==> src/rtl/excPkg.sv <==
package excPkg;
  localparam int VEC_W   = 20;
  localparam int CAUSE_W = 4;
  localparam int SYNC_N  = 4;

  localparam int CAUSE_FP      = 0;
  localparam int CAUSE_ILLEGAL = 1;
  localparam int CAUSE_PRIV    = 2;
  localparam int CAUSE_TRAP    = 3;

  localparam logic [VEC_W-1:0] VEC_DATA  = 20'h00300;
  localparam logic [VEC_W-1:0] VEC_FETCH = 20'h00400;
  localparam logic [VEC_W-1:0] VEC_EXT   = 20'h00500;
  localparam logic [VEC_W-1:0] VEC_ALIGN = 20'h00600;
  localparam logic [VEC_W-1:0] VEC_PROG  = 20'h00700;
  localparam logic [VEC_W-1:0] VEC_TIMER = 20'h00900;

  // slot order is priority order, slot 0 highest
  function automatic logic [VEC_W-1:0] syncSlotVec(input int slot);
    case (slot)
      0:       return VEC_FETCH;
      1:       return VEC_PROG;
      2:       return VEC_ALIGN;
      default: return VEC_DATA;
    endcase
  endfunction

  typedef enum logic [1:0] {
    ST_IDLE  = 2'd0,
    ST_DRAIN = 2'd1,
    ST_TAKE  = 2'd2
  } arbState_t;

  typedef struct packed {
    logic loadSync;
    logic loadAsync;
  } ctrlStrobe_t;
endpackage

==> src/rtl/excProgDecode.sv <==
module excProgDecode
  import excPkg::*;
(
  input  logic               illegalOp,
  input  logic               privOp,
  input  logic               sprMove,
  input  logic               sprNumMsb,
  input  logic               trapHit,
  input  logic               fpOp,
  input  logic               userMode,
  input  logic [1:0]         fpModeEn,
  input  logic               fpSummary,
  output logic [CAUSE_W-1:0] progCause
);
  logic fpEnabledFault;
  logic privFault;

  always_comb begin
    fpEnabledFault = fpOp & fpSummary & (|fpModeEn);
    privFault      = userMode & (privOp | (sprMove & sprNumMsb));
    progCause                = '0;
    progCause[CAUSE_FP]      = fpEnabledFault;
    progCause[CAUSE_ILLEGAL] = illegalOp;
    progCause[CAUSE_PRIV]    = privFault;
    progCause[CAUSE_TRAP]    = trapHit;
  end
endmodule

==> src/rtl/excDatapath.sv <==
module excDatapath
  import excPkg::*;
#(
  parameter int DEC_W = 32
) (
  input  logic               clk,
  input  logic               rstN,
  input  logic               instDone,
  input  logic               fetchFault,
  input  logic               illegalOp,
  input  logic               privOp,
  input  logic               sprMove,
  input  logic               sprNumMsb,
  input  logic               trapHit,
  input  logic               fpOp,
  input  logic               userMode,
  input  logic [1:0]         fpModeEn,
  input  logic               fpSummary,
  input  logic               alignFault,
  input  logic               dataFault,
  input  logic               extIrq,
  input  logic               eeSet,
  input  logic [DEC_W-1:0]   decValue,
  input  ctrlStrobe_t        strobe,
  output logic               syncHit,
  output logic               asyncReq,
  output logic [VEC_W-1:0]   excVector,
  output logic [CAUSE_W-1:0] excCause,
  output logic               intEnable
);
  localparam int MSB = DEC_W - 1;

  logic [CAUSE_W-1:0] progCause;
  logic [SYNC_N-1:0]  syncFlags;
  logic [VEC_W-1:0]   syncVec;
  logic [CAUSE_W-1:0] syncCause;
  logic               prevMsb;
  logic               decPending;
  logic               decRise;
  logic               takeTimer;
  logic               takeAny;

  excProgDecode uDecode (
    .illegalOp (illegalOp),
    .privOp    (privOp),
    .sprMove   (sprMove),
    .sprNumMsb (sprNumMsb),
    .trapHit   (trapHit),
    .fpOp      (fpOp),
    .userMode  (userMode),
    .fpModeEn  (fpModeEn),
    .fpSummary (fpSummary),
    .progCause (progCause)
  );

  assign syncFlags[0] = fetchFault;
  assign syncFlags[1] = |progCause;
  assign syncFlags[2] = alignFault;
  assign syncFlags[3] = dataFault;

  // fixed-priority pick, scanned from the lowest rank up so slot 0 wins
  always_comb begin
    syncVec   = VEC_DATA;
    syncCause = '0;
    for (int slot = SYNC_N - 1; slot >= 0; slot--) begin
      if (syncFlags[slot]) begin
        syncVec   = syncSlotVec(slot);
        syncCause = (slot == 1) ? progCause : '0;
      end
    end
  end

  assign syncHit   = instDone & (|syncFlags);
  assign decRise   = decValue[MSB] & ~prevMsb;
  assign asyncReq  = intEnable & (extIrq | decPending);
  assign takeTimer = strobe.loadAsync & ~extIrq;
  assign takeAny   = strobe.loadSync | strobe.loadAsync;

  always_ff @(posedge clk) begin
    if (!rstN) begin
      prevMsb    <= 1'b1;
      decPending <= 1'b0;
      intEnable  <= 1'b0;
      excVector  <= '0;
      excCause   <= '0;
    end else begin
      prevMsb    <= decValue[MSB];
      decPending <= (decPending & ~takeTimer) | decRise;
      if (takeAny)    intEnable <= 1'b0;
      else if (eeSet) intEnable <= 1'b1;
      if (strobe.loadSync) begin
        excVector <= syncVec;
        excCause  <= syncCause;
      end else if (strobe.loadAsync) begin
        excVector <= extIrq ? VEC_EXT : VEC_TIMER;
        excCause  <= '0;
      end
    end
  end
endmodule

==> src/rtl/excCtrl.sv <==
module excCtrl
  import excPkg::*;
(
  input  logic        clk,
  input  logic        rstN,
  input  logic        syncHit,
  input  logic        asyncReq,
  input  logic        pipeEmpty,
  output ctrlStrobe_t strobe,
  output logic        takeExc,
  output logic        dispatchStall
);
  arbState_t state, stateNext;

  always_comb begin
    stateNext        = state;
    strobe           = '0;
    unique case (state)
      ST_IDLE: begin
        if (syncHit) begin
          strobe.loadSync = 1'b1;
          stateNext       = ST_TAKE;
        end else if (asyncReq) begin
          stateNext = ST_DRAIN;
        end
      end
      ST_DRAIN: begin
        if (syncHit) begin
          strobe.loadSync = 1'b1;
          stateNext       = ST_TAKE;
        end else if (!asyncReq) begin
          stateNext = ST_IDLE;
        end else if (pipeEmpty) begin
          strobe.loadAsync = 1'b1;
          stateNext        = ST_TAKE;
        end
      end
      ST_TAKE:  stateNext = ST_IDLE;
      default:  stateNext = ST_IDLE;
    endcase
  end

  always_ff @(posedge clk) begin
    if (!rstN) state <= ST_IDLE;
    else       state <= stateNext;
  end

  assign takeExc       = (state == ST_TAKE);
  assign dispatchStall = (state != ST_IDLE);
endmodule

==> src/rtl/excArbiter.sv <==
module excArbiter
  import excPkg::*;
#(
  parameter int DEC_W = 32
) (
  input  logic               clk,
  input  logic               rstN,
  input  logic               instDone,
  input  logic               fetchFault,
  input  logic               illegalOp,
  input  logic               privOp,
  input  logic               sprMove,
  input  logic               sprNumMsb,
  input  logic               trapHit,
  input  logic               fpOp,
  input  logic               userMode,
  input  logic [1:0]         fpModeEn,
  input  logic               fpSummary,
  input  logic               alignFault,
  input  logic               dataFault,
  input  logic               pipeEmpty,
  input  logic               extIrq,
  input  logic               eeSet,
  input  logic [DEC_W-1:0]   decValue,
  output logic               dispatchStall,
  output logic               takeExc,
  output logic [VEC_W-1:0]   excVector,
  output logic [CAUSE_W-1:0] excCause,
  output logic               intEnable
);
  ctrlStrobe_t strobe;
  logic        syncHit;
  logic        asyncReq;

  excCtrl uCtrl (
    .clk           (clk),
    .rstN          (rstN),
    .syncHit       (syncHit),
    .asyncReq      (asyncReq),
    .pipeEmpty     (pipeEmpty),
    .strobe        (strobe),
    .takeExc       (takeExc),
    .dispatchStall (dispatchStall)
  );

  excDatapath #(.DEC_W(DEC_W)) uPath (
    .clk        (clk),
    .rstN       (rstN),
    .instDone   (instDone),
    .fetchFault (fetchFault),
    .illegalOp  (illegalOp),
    .privOp     (privOp),
    .sprMove    (sprMove),
    .sprNumMsb  (sprNumMsb),
    .trapHit    (trapHit),
    .fpOp       (fpOp),
    .userMode   (userMode),
    .fpModeEn   (fpModeEn),
    .fpSummary  (fpSummary),
    .alignFault (alignFault),
    .dataFault  (dataFault),
    .extIrq     (extIrq),
    .eeSet      (eeSet),
    .decValue   (decValue),
    .strobe     (strobe),
    .syncHit    (syncHit),
    .asyncReq   (asyncReq),
    .excVector  (excVector),
    .excCause   (excCause),
    .intEnable  (intEnable)
  );
endmodule

==> config.mk <==
export PLATFORM = sky130hd
export DESIGN_NAME = excArbiter
export DESIGN_NICKNAME = d
export VERILOG_FILES = /design/src/rtl/excPkg.sv /design/src/rtl/excProgDecode.sv /design/src/rtl/excDatapath.sv /design/src/rtl/excCtrl.sv /design/src/rtl/excArbiter.sv
export SDC_FILE = /design/constraint.sdc
export NUM_CORES = 1
export LEC_CHECK = 0
export BUFFER_PORTS_ARGS = -buffer_cell sky130_fd_sc_hd__buf_4
export CAP_MARGIN = 5
export CORE_ASPECT_RATIO = 1.75
export CORE_MARGIN = 1
export CORE_UTILIZATION = 32
export DETAILED_ROUTE_END_ITERATION = 12
export PLACE_DENSITY = 0.76
export SETUP_SLACK_MARGIN = 0.02
export SLEW_MARGIN = 30
export SYNTH_ARGS = -nofsm -noshare
export SYNTH_HDL_FRONTEND = slang
export SYNTH_SLANG_ARGS = --single-unit
==> constraint.sdc <==
create_clock -name clk -period 1.5 [get_ports clk]
set_clock_uncertainty 0.15 [all_clocks]
set_input_delay 0.075 -clock clk [delete_from_list [all_inputs] [get_ports clk]]
set_output_delay 0.075 -clock clk [all_outputs]
set_load 0.01 [all_outputs]
Yosys cells after proc, flatten, opt, wreduce, memory -nomap -nowiden
Index checks and enable logic that the tools add are counted.
- output and inout port bits: 27
- bits of input ports: 51
- word-level logic and storage cells: 58
- flip-flop bits (word level): 29
- reductions and logical operators: 9
- muxes and demuxes: 22
- equal/unequal tests: 4
- bitwise gates (word level): 17
- operator list (operator ; number):
    20-bit two-way mux ; 2
    11-bit two-way mux ; 3
    4-bit two-way mux ; 4
    12-bit two-way mux ; 1
    2-bit two-way mux ; 5
    1-bit AND ; 9
    7-bit OR reduction ; 1
    1-bit two-way mux ; 6
    2-bit OR reduction ; 3
    4-bit inequality test (second input constant) ; 1
    1-bit inverter ; 4
    1-bit bitwise OR ; 4
    2-bit one-hot mux with 2 select lines ; 1
    2-bit nonzero test ; 2
    4-bit OR reduction ; 1
    3-bit by 2-bit inequality test with 1-bit output (second input constant) ; 1
    2-bit by 1-bit == test with 1-bit output (second input constant) ; 1
    2-bit == test (second input constant) ; 1
    2-bit logical NOT ; 1
    2-bit AND reduction ; 1

Depth between registers and ports, before layout
Gate-level depths: netlist of run 1.
- depth in word-level cells: 11
- gate-level depth with buffers: 5
- depth with buffers taken out: 4

By module
Synthesis of run 1 repeated with hierarchy kept, for this count alone.
- cells, all modules: 86
- area, all modules: 767.0 um^2
- modules (own cells, without submodules) (module ; area an instance (um^2) ; cells each ; instances ; sequential area each (um^2)):
    excDatapath ; 604.3 ; 68 ; 1 ; 220.2
    excCtrl ; 111.4 ; 11 ; 1 ; 40.0
    excProgDecode ; 51.3 ; 7 ; 1 ; 0.0

Worst setup path after synthesis of run 1
No wires, ideal clock.
- path kind: reg-to-reg
- from: reg uPath.intEnable
- to: reg uPath.decPending
- data required time: 1.223 ns
- arrival time: 1.264 ns
- setup slack: -0.040 ns
- period minus slack after synthesis: 1.540 ns
- path buffers: 1
- stages on the path, launching flop included: 6
- setup time: 0.127 ns
- cells stage by stage: dfxtp_1 -> o2111ai_2 -> or2_1 -> buf_6 -> a211oi_2 -> o22ai_1
- longest elaborated chain between the ends: 8
- ends and longest elaborated chain (item ; RTL line ; RTL):
    from (decl) ; excDatapath.sv:29 ; output logic intEnable
    from (signal assigned) ; excDatapath.sv:83 ; intEnable <= 1'b0;
    from (signal assigned) ; excDatapath.sv:89 ; if (takeAny) intEnable <= 1'b0;
    from (signal assigned) ; excDatapath.sv:90 ; else if (eeSet) intEnable <= 1'b1;
    1-bit AND ; excDatapath.sv:75 ; assign asyncReq = intEnable & (extIrq | decPending);
    1-bit two-way mux ; excCtrl.sv:31 ; end else if (!asyncReq) begin
    1-bit two-way mux ; excCtrl.sv:28 ; if (syncHit) begin
    1-bit two-way mux ; excCtrl.sv:18 ; unique case (state)
    1-bit AND ; excDatapath.sv:76 ; assign takeTimer = strobe.loadAsync & ~extIrq;
    1-bit inverter ; excDatapath.sv:88 ; decPending <= (decPending & ~takeTimer) | decRise;
    1-bit AND ; excDatapath.sv:88 ;
    1-bit bitwise OR ; excDatapath.sv:88 ;
    to (signal assigned) ; excDatapath.sv:88 ;
    to (decl) ; excDatapath.sv:38 ; logic decPending;
Every way passes these cells.
A chain may end at the register's enable or synchronous reset.

Final worst setup path of run 1
- from: reg uPath.decPending
- to: reg uPath.decPending
- longest elaborated chain between the ends: 9
- ends and longest elaborated chain (item ; RTL line):
    1-bit bitwise OR ; excDatapath.sv:75
    1-bit AND ; excDatapath.sv:75
    1-bit two-way mux ; excCtrl.sv:31
    1-bit two-way mux ; excCtrl.sv:28
    1-bit two-way mux ; excCtrl.sv:18
    1-bit AND ; excDatapath.sv:76
    1-bit inverter ; excDatapath.sv:88
    1-bit AND * ; excDatapath.sv:88
    1-bit bitwise OR * ; excDatapath.sv:88
Mark *: on every way between the ends. The rest lies on a longest branch, timed or not.

==> metrics.md, run 1 <==
| Metric | Value |
|---|---|
| Hold Crit Class | `in2reg` |
| First drt pass iteration count | `2` |
| Residual DRC | `0` |
| Routed length on met1 | `692 um` |
| # diodes | `0` |
| Total grt overflow | `0` |
| Post-Route Utilization | `0.492` |
| Chip height | `68.5 um` |
| Yosys top cell area share | `0.322` |
| # rows | `23` |
| Setup violators final | `0` |
| Initial Utilization | `0.347` |
| Placed cell count | `approximately 150` |
| TritonCTS buffer count | `3` |
| Initial DRC Count | `13` |
| Worst-case clock buffer depth | `2` |
| Vias/cell | `5.08` |
| Post-synthesis cell count | `87` |
| Top Metal Used | `met4` |
| Setup TNS | `0 ps` |
| Routed via count | `between 700 and 800` |
| Area Growth Syn to Fin | `42.0%` |
| Final wirelength | `1970 um` |
| R2r worst-path depth | `4` |
| Status | `complete, but fails checks` |
| Worst Hold Depth | `3` |
| Critical Path Max Stage Delay | `about 360 ps` |
| Nets | `182` |
| CP endpoint kind | `register` |
| Synth area leaders | `dfxtp_1, buf_4, o211ai_1` |
| Yosys warnings | `0` |
| Post-CTS Setup Bufs | `0` |
| Max-Cap Viols | `0` |
| CP max FO | `3` |
| Worst Path Buf+Inv | `0` |
| Full die area | `0.00274 mm2` |
| WS Path Type | `reg2reg` |
| P_leak | `about 0.51 nW` |
| Placed Area | `0.00103 mm2` |
| Most used DFF post-synth | `dfxtp_1` |
| Sequential-to-total area share from yosys stat | `0.322` |
| CP Data Required Time | `between 1000 and 1500 ps` |
| Peak VDD IR | `0.491 mV` |
| Top-count cell post-synth | `buf_4` |
| Metal3 WL | `132 um` |
| Largest net degree at the start of global routing | `14` |
| Delay-heaviest family, CP | `compound AO/OA/AOI/OAI gates` |
| Min Clock Period, post-route | `1450 ps` |
| Cell area after layout | `~0.0011 mm2` |
| Leading area contributor after synthesis | `dfxtp_1` |
| Gr usage total | `0.158` |
| CTS tree | `done` |
| Die width | `40.0 um` |
| Vias in the first global route | `745` |
| Non-filler cells, final | `155` |
| Place WS | `-35.0 ps` |
| Synth top cells by count | `buf_4, dfxtp_1, a21oi_1, o211ai_1` |
| Worst setup margin | `50.3 ps` |
| Arrival time worst endpoint | `1420 ps` |
| Startpoint types | `register` |
| Detail Route Antenna Nets | `0` |
| Clk Latency, worst-skew pair | `240 ps` |
| Final Cycle Share | `0.966` |
| Final Max Tran Viols | `0` |
| Detailed Place HPWL | `about 1500 um` |
| WL met2 | `1080 um` |
| CTS Root Buffer Type | `clkbuf_8` |
| Final Wtd Congestion | `0.763` |
| Layout cells sized above 1 | `0.408` |
| CP cell instances | `o2111ai_2 > or2_4 > a211oi_4 > o22ai_1` |
| First-pass GRT wire length | `3020 um` |
| # IOs | `between 70 and 80` |
| Final Hold Fails | `1` |
| Clock Pin Slew Worst Setup and Hold Paths | `60 ps` |
| Yosys cell types | `33` |
| RSZ-0062 raised after global routing | `no` |
| PortBufs | `30` |
| Core Area | `approximately 0.0023 mm2` |
| Seq cells post-synth | `13` |
| Initial antenna violation count | `0` |
| Post-synth EDFFs | `0` |
| Slowest-stage cell, CP | `dfxtp_2` |
| Number of cells on the critical path | `4` |
| Avg Inst Size Synth | `approximately 9.3 um2` |
| Routed wire per std cell | `approximately 13 um` |
| Hold slack | `-6.29 ps` |
| Fmax | `0.690 GHz` |
| FFs w/ async S/R, synth | `0` |
| PwrDens | `758 mW/mm2` |
| Failing checks | `negative hold slack` |
| H-tree Lvls | `1` |
| Num Clock Sinks | `13` |
| Cell area after synthesis | `808 um2` |
where the power goes:
group	internal [mW]	switching [mW]	leakage, nW
clock network	0.188	0.129	0.0228
logic	0.0917	0.0848	0.381
registers	0.363	0.0135	0.108
total	0.642	0.227	0.511
worst reg2reg max path, delay by kind of cell (launching register included):
family | cells | cell delay [ps]
AOI/OAI and AO/OA | 3 | 550
DFF | 1 | 360
and+or+nand+nor | 1 | 270
through the flow:
step	hold slack, ps	total power [mW]
after floorplan	-1.96	0.488
final	-6.29	0.869
after detailed placement	126	0.543
after global routing	22.5	0.908
after CTS	1.95	0.867
after global placement	121	0.538
what timing repair did:
item,CTS,global route
resized for setup,2,5
endpoints found under the setup margin,2,4
hold endpoints to repair,4,0
hold buffers,5,0
pin swaps,1,1
registers in the layout (all words and copies together) (netlist names):
signal / flops
uPath.excCause: 4
uPath.decPending: 1
uPath.prevMsb: 1
uPath.intEnable: 1
uCtrl.state: 2
uPath.excVector: 4
layer usage:
metal	vias up	global-route usage
met3	8	0.0325
li1	379	-
met4	0	0.0690
met5	-	0
met2	42	0.319
met1	358	0.130
final cells by class:
cell class,count,area (um2)
inverters,1,3.75
clock buffers,4,45.0
flip-flops and latches,13,265
multi-input cells,69,467
fillers,224,1180
repair buffers,43,335
well taps,25,31.3
path summary, 6_finish.rpt:
path                               start                        endpoint  slack (ps)
max          uPath.decPending$_SDFF_PN0_     uPath.decPending$_SDFF_PN0_          50
min                              trapHit  uPath.excCause[3]$_SDFFE_PN0P_          -6
max reg2reg  uPath.decPending$_SDFF_PN0_     uPath.decPending$_SDFF_PN0_          50
min reg2reg     uPath.prevMsb$_SDFF_PN1_     uPath.decPending$_SDFF_PN0_         250
cell families (layout without fill, tap and decap cells):
group | after synthesis | in the layout | synth area share
buf+inv | 20 | 48 | 0.192
flops | 13 | 13 | 0.322
other cells | 1 | 16 | 0.00464
simple gates | 22 | 22 | 0.170
compound gates | 31 | 31 | 0.311
cell usage in the layout, fill, tap and decap left out, types with 2 or more instances in the layout:
master,Yosys,routed
dfxtp_1,13,9
nand4b_1,2,2
nand2_1,3,3
o2111ai_2,2,2
or3_1,2,2
o2111a_1,2,2
dlygate4sd3_1,0,5
a21boi_0,4,4
o211ai_1,5,5
a21oi_1,5,5
dfxtp_2,0,4
nand2b_1,4,3
conb_1,1,16
buf_4,16,38
clkbuf_8,0,3
a21boi_1,2,2
a211oi_1,2,2
nor2_1,3,3
nor2b_1,2,2
o21ai_0,2,2
Power figures use the tool's default switching activity.
==> run 2: changes to the inputs <==
--- a/config.mk
+++ b/config.mk
@@ -5,13 +5,12 @@
 export SDC_FILE = /design/constraint.sdc
 export NUM_CORES = 1
 export LEC_CHECK = 0
-export BUFFER_PORTS_ARGS = -buffer_cell sky130_fd_sc_hd__buf_4
 export CAP_MARGIN = 5
-export CORE_ASPECT_RATIO = 1.75
 export CORE_MARGIN = 1
-export CORE_UTILIZATION = 32
+export CORE_UTILIZATION = 50
 export DETAILED_ROUTE_END_ITERATION = 12
-export PLACE_DENSITY = 0.76
+export DONT_BUFFER_PORTS = 1
+export PLACE_DENSITY = 0.69
 export SETUP_SLACK_MARGIN = 0.02
 export SLEW_MARGIN = 30
 export SYNTH_ARGS = -nofsm -noshare
==> metrics.md, run 2 (synthesis gave the netlist of run 1 again) <==
| Metric | Value |
|---|---|
| Clk Latency, worst-skew pair | `270 ps (+30 ps)` |
| Detailed Place HPWL | `1270 um (-16%)` |
| Final Cycle Share | `0.954 (-0.0126)` |
| Min Clock Period, post-route | `1430 ps (-18.9 ps)` |
| Final wirelength | `1860 um (-5.7%)` |
| Hold Crit Class | `in2reg` |
| Gr usage total | `0.214 (+0.0560)` |
| Setup violators final | `0 (unchanged)` |
| CTS Root Buffer Type | `clkbuf_4` |
| Clock Pin Slew Worst Setup and Hold Paths | `70 ps (about the same)` |
| Final Total Pwr | `0.732 mW (-16%)` |
| Commonest non-fill, non-tap cell in the layout | `conb_1` |
| TritonCTS buffer count | `3 (unchanged)` |
| CP max FO | `3 (unchanged)` |
| Worst Hold Depth | `3 (unchanged)` |
| Chip height | `42.2 um (-38%)` |
| Top flop regs | `uPath.excCause: 4 flops, uPath.excVector: 4 flops, uCtrl.state: 2 flops` |
| RR Startpoint | `uPath.decPending$_SDFF_PN0_` |
| PwrDens | `728 mW/mm2 (-4.0%)` |
| Layout cells sized above 1 | `0.218 (-0.190)` |
| First-pass GRT wire length | `2910 um (-3.4%)` |
| PortBufs | `0 (-100%)` |
| First drt pass iteration count | `4 (+2)` |
| Routed via count | `736 (-6.5%)` |
| Fmax | `0.699 GHz (+1.3%)` |
| P_leak | `0.403 nW (-21%)` |
| # IOs | `78 (unchanged)` |
| CP endpoint kind | `register` |
| Vias/cell | `5.84 (+15%)` |
| Placed cell count | `108 (-26%)` |
| Final Max Tran Viols | `0 (unchanged)` |
| Num Clock Sinks | `13 (unchanged)` |
| Vias in the first global route | `659 (-12%)` |
| Most frequent cells in the layout | `conb_1, dlygate4sd3_1, dfxtp_1` |
| Largest net degree at the start of global routing | `14 (unchanged)` |
| Worst R2R Setup Slack | `90 ps (+40 ps)` |
| Status | `finished clean` |
| Max-Cap Viols | `0 (unchanged)` |
| Area Growth Syn to Fin | `24.5%` |
| Die width | `42.2 um (+5.5%)` |
| Initial DRC Count | `9 (-4)` |
| Hold endpoint | `uPath.excVector[10]$_SDFFE_PN0P_` |
| CTS tree | `done` |
| Nets | `162 (-11%)` |
| Final Wtd Congestion | `0.784 (+2.8%)` |
| # rows | `14 (-39%)` |
| Detail Route Antenna Nets | `0 (unchanged)` |
| Startpoint types | `input pin` |
| R2r worst-path depth | `4 (unchanged)` |
| RSZ-0062 raised after global routing | `no` |
| Residual DRC | `0 (unchanged)` |
| H-tree Lvls | `1 (unchanged)` |
| WS Path Type | `in2reg` |
| Full die area | `0.00178 mm2 (-35%)` |
| Worst-case clock buffer depth | `2 (unchanged)` |
| Final Hold Fails | `0 (-1)` |
| # diodes | `0 (unchanged)` |
| Arrival time worst endpoint | `1440 ps (+20 ps)` |
| Worst Hold Launch | `fetchFault` |
| Setup TNS | `0 ps (unchanged)` |
| Non-filler cells, final | `126 (-19%)` |
| Initial antenna violation count | `0 (unchanged)` |
| CP Data Required Time | `1510 ps (+40 ps)` |
| Routed wire per std cell | `14.7 um (+16%)` |
| Core Area | `0.00151 mm2 (-35%)` |
| Initial Utilization | `0.537 (+0.190)` |
| RR Endpoint | `uPath.decPending$_SDFF_PN0_` |
| Peak VDD IR | `0.521 mV (+6.1%)` |
| Total grt overflow | `0 (unchanged)` |
-- run 2: cell types whose count changed in the layout (fill, tap and decap cells not counted) --
cell and delta:
buf_4 -29, dlygate4sd3_1 +8, clkbuf_4 +3, clkbuf_8 -3, a21oi_1 -1, a21oi_2 +1
dfxtp_1 +1, dfxtp_2 -1, dlymetal6s4s_1 +1, o2111ai_2 -1, o2111ai_4 +1
-- run 2: where the power goes --
part / internal [mW] / switching (mW) / leakage, nW / total (mW)
clock: 0.103 / 0.113 / 0.0150 / 0.216
combinational: 0.0654 / 0.0737 / 0.280 / 0.139
sequential: 0.362 / 0.0157 / 0.108 / 0.377
total: 0.530 / 0.202 / 0.403 / 0.732
-- run 2: what timing repair did --
item                                    in CTS  in global routing
hold buffers                                14                  0
hold endpoints to repair                    13                  0
buffers inserted                             0                  0
endpoints found under the setup margin       1                  8
pin swaps                                    1                  0
gates resized for setup                      0                  8
-- run 2: worst max-delay path: stages --
cell and delay [ps]:
dlygate4sd3_1 590, o2111ai_2 150, or2_4 270, a211oi_4 220
o22ai_1 120
-- run 2: worst max path at each step --
stage	depth (start not counted)	startpoint	endpoint
2_1_floorplan	5	uPath.intEnable$_SDFFE_PP0P_	uPath.decPending$_SDFF_PN0_
3_3_place_gp	4	uCtrl.state[0]$_SDFFE_PN0P_	uPath.decPending$_SDFF_PN0_
3_5_place_dp	4	uCtrl.state[0]$_SDFFE_PN0P_	uPath.decPending$_SDFF_PN0_
4_1_cts	4	sprMove	uPath.intEnable$_SDFFE_PP0P_
5_1_grt	6	pipeEmpty	uPath.excCause[2]$_SDFFE_PN0P_
6_report	5	pipeEmpty	uPath.decPending$_SDFF_PN0_
-- run 2: per-layer routing --
metal | wire [um] | track usage | up-vias
li1 | - | - | 342
met1 | 796 | 0.261 | 351
met2 | 880 | 0.338 | 39
met3 | 160 | 0.0819 | 4
met4 | 19 | 0.0813 | 0
met5 | 0 | 0 | -
-- run 2: stage by stage --
stage | worst slack, ps | utilization | hold WS (ps) | cell area [um2]
detailed placement | 13.6 | 0.532 | 7.41 | 802
finish | 69.2 | 0.668 | 7.67 | 1010
floorplan | 24.4 | - | -1.96 | 866
global route | 38.4 | 0.668 | 20.7 | 1010
CTS | 54.9 | 0.643 | 6.87 | 968
global placement | 51.9 | 0.532 | 2.61 | 802
-- run 2: final cells by class --
| cell class | instances | area (um2) |
|---|---|---|
| Clock buffer | 4 | 26.3 |
| Fill cell | 139 | 500 |
| Inverter | 1 | 3.75 |
| Multi-Input combinational cell | 69 | 482 |
| Sequential cell | 13 | 264 |
| Tap cell | 16 | 20.0 |
| Timing Repair Buffer | 23 | 210 |
==> run 3: changes to the inputs <==
--- a/config.mk
+++ b/config.mk
@@ -6,10 +6,11 @@
 export NUM_CORES = 1
 export LEC_CHECK = 0
 export CAP_MARGIN = 5
-export CORE_MARGIN = 1
+export CORE_MARGIN = 3
 export CORE_UTILIZATION = 50
 export DETAILED_ROUTE_END_ITERATION = 12
 export DONT_BUFFER_PORTS = 1
+export MAX_ROUTING_LAYER = met4
 export PLACE_DENSITY = 0.69
 export SETUP_SLACK_MARGIN = 0.02
 export SLEW_MARGIN = 30
==> metrics.md, run 3 (synthesis gave the netlist of run 1 again) <==
| Metric | Value |
|---|---|
| R2r worst-path depth | `4 (unchanged)` |
| H-tree Lvls | `1 (unchanged)` |
| Setup TNS | `0 ps (unchanged)` |
| Final wirelength | `1940 um (+4.7%)` |
| CTS Root Buffer Type | `clkbuf_4` |
| Min Clock Period, post-route | `1450 ps (+23.7 ps)` |
| Residual DRC | `0 (unchanged)` |
| Vias in the first global route | `749 (+14%)` |
| Post-CTS Setup Bufs | `0 (unchanged)` |
| Largest net degree at the start of global routing | `14 (unchanged)` |
| PortBufs | `0 (unchanged)` |
| Full die area | `0.00213 mm2 (+20%)` |
| Arrival time worst endpoint | `1470 ps (+30 ps)` |
| Nets | `163 (+0.62%)` |
| CP endpoint kind | `register` |
| Num Clock Sinks | `13 (unchanged)` |
| Status | `finished clean` |
| Initial antenna violation count | `0 (unchanged)` |
| Total grt overflow | `0 (unchanged)` |
| Routed via count | `721 (-2.0%)` |
| # rows | `13 (-1)` |
| Chip height | `46.2 um (+9.5%)` |
| Core Area | `0.00140 mm2 (-7.1%)` |
| Final Wtd Congestion | `0.775 (-1.1%)` |
| Cell area after layout | `993 um2 (-1.2%)` |
| CP max FO | `3 (unchanged)` |
| Peak VDD IR | `0.566 mV (+8.6%)` |
| Worst R2R Setup Slack | `70 ps (-20 ps)` |
| # IOs | `78 (unchanged)` |
| Vias/cell | `5.72 (-2.0%)` |
| Initial DRC Count | `18 (+9)` |
| Final Cycle Share | `0.970 (+0.0158)` |
| CP Capture Point | `uPath.decPending$_SDFF_PN0_` |
| Final Max Tran Viols | `0 (unchanged)` |
| Worst Setup SP | `pipeEmpty` |
| # diodes | `0 (unchanged)` |
| First drt pass iteration count | `5 (+1)` |
| Initial Utilization | `0.578 (+0.0413)` |
| RSZ-0062 raised after global routing | `yes` |
| Clock Pin Slew Worst Setup and Hold Paths | `70 ps (about the same)` |
| Layout cells sized above 1 | `0.198 (-0.0200)` |
| Gr usage total | `0.213 (-0.00131)` |
| Area Growth Syn to Fin | `22.9%` |
| Startpoint types | `input pin` |
| Placed Area | `801 um2 (-0.16%)` |
| Routed wire per std cell | `15.4 um (+4.7%)` |
| Detailed Place HPWL | `1330 um (+5.4%)` |
| Final Total Pwr | `0.728 mW (-0.48%)` |
| Post-Route Utilization | `0.710 (+0.0424)` |
| Final Hold Fails | `0 (unchanged)` |
| Setup violators final | `0 (unchanged)` |
| RR Startpoint | `uPath.decPending$_SDFF_PN0_` |
| PwrDens | `733 mW/mm2 (+0.77%)` |
| CTS tree | `done` |
| CP Data Required Time | `1510 ps (about the same)` |
| First-pass GRT wire length | `3200 um (+10%)` |
| Top flop regs | `uPath.excCause: 4 flops, uPath.excVector: 4 flops, uCtrl.state: 2 flops` |
| Commonest non-fill, non-tap cell in the layout | `conb_1` |
| WS Path Type | `in2reg` |
| Worst-case clock buffer depth | `2 (unchanged)` |
| Clk Latency, worst-skew pair | `280 ps (about the same)` |
| Die width | `46.2 um (+9.5%)` |
| RR Endpoint | `uPath.decPending$_SDFF_PN0_` |
| Max-Cap Viols | `0 (unchanged)` |
| Fmax | `0.688 GHz (-1.6%)` |
| Most frequent cells in the layout | `conb_1, dlygate4sd3_1, dfxtp_1` |
| Detail Route Antenna Nets | `0 (unchanged)` |
| P_leak | `0.400 nW (-0.60%)` |
| Hold Crit Class | `in2reg` |
| TritonCTS buffer count | `3 (unchanged)` |
-- run 3: cell count changes in the layout (fill, tap and decap cells not counted), sizes merged --
cell / change
dlymetal6s4s: -1
dlygate4sd3: +2
-- run 3: what timing repair did --
item | 4_1_cts | 5_1_grt
gates resized for setup | 0 | 5
hold endpoints to repair | 13 | 4
endpoints found under the setup margin | 0 | 7
hold buffers | 13 | 2
-- run 3: power breakdown --
| group | internal [mW] | leakage [nW] | total [mW] | switching, mW |
|---|---|---|---|---|
| Sequential | 0.361 | 0.107 | 0.377 | 0.0151 |
| Clock | 0.103 | 0.0150 | 0.213 | 0.110 |
| Combinational | 0.0666 | 0.278 | 0.138 | 0.0716 |
-- run 3: worst min-delay path by stage --
stage,start,to,slack [ps],cells after the start
floorplan,rstN,uPath.prevMsb$_SDFF_PN1_,-2,1
CTS,fetchFault,uPath.excVector[10]$_SDFFE_PN0P_,6,3
global placement,rstN,uPath.prevMsb$_SDFF_PN1_,2,1
global route,extIrq,uCtrl.state[1]$_SDFFE_PN0P_,20,3
detailed placement,rstN,uPath.prevMsb$_SDFF_PN1_,7,1
finish,extIrq,uCtrl.state[1]$_SDFFE_PN0P_,10,3
-- run 3: cell type report --
type                    instances  area, um2
fillers                       120        405
flip-flops and latches         13        263
multi-input cells              69        464
well taps                      15       18.8
clock buffers                   4       26.3
repair buffers                 24        218
inverters                       1       3.75
-- run 3: through the flow --
stage	cells	setup slack, ps	hold slack (ps)
after floorplan	102	24.4	-1.96
after global placement	107	60.8	1.52
after detailed placement	107	41.7	7.38
after CTS	124	31.2	6.22
after global routing	126	8.69	20.1
final	126	45.5	13.3
-- run 3: critical path: stages --
cell	delay (ps)
dlygate4sd3_1	570
o2111ai_2	130
or2_1	270
a211oi_2	280
o22ai_1	130
-- run 3: metal layers --
layer	vias up	share of wire	track usage
met3	4	0.085	0.0664
met5	-	0	-
met4	0	0.013	0.0625
met1	342	0.39	0.241
met2	31	0.51	0.354
li1	344	-	-
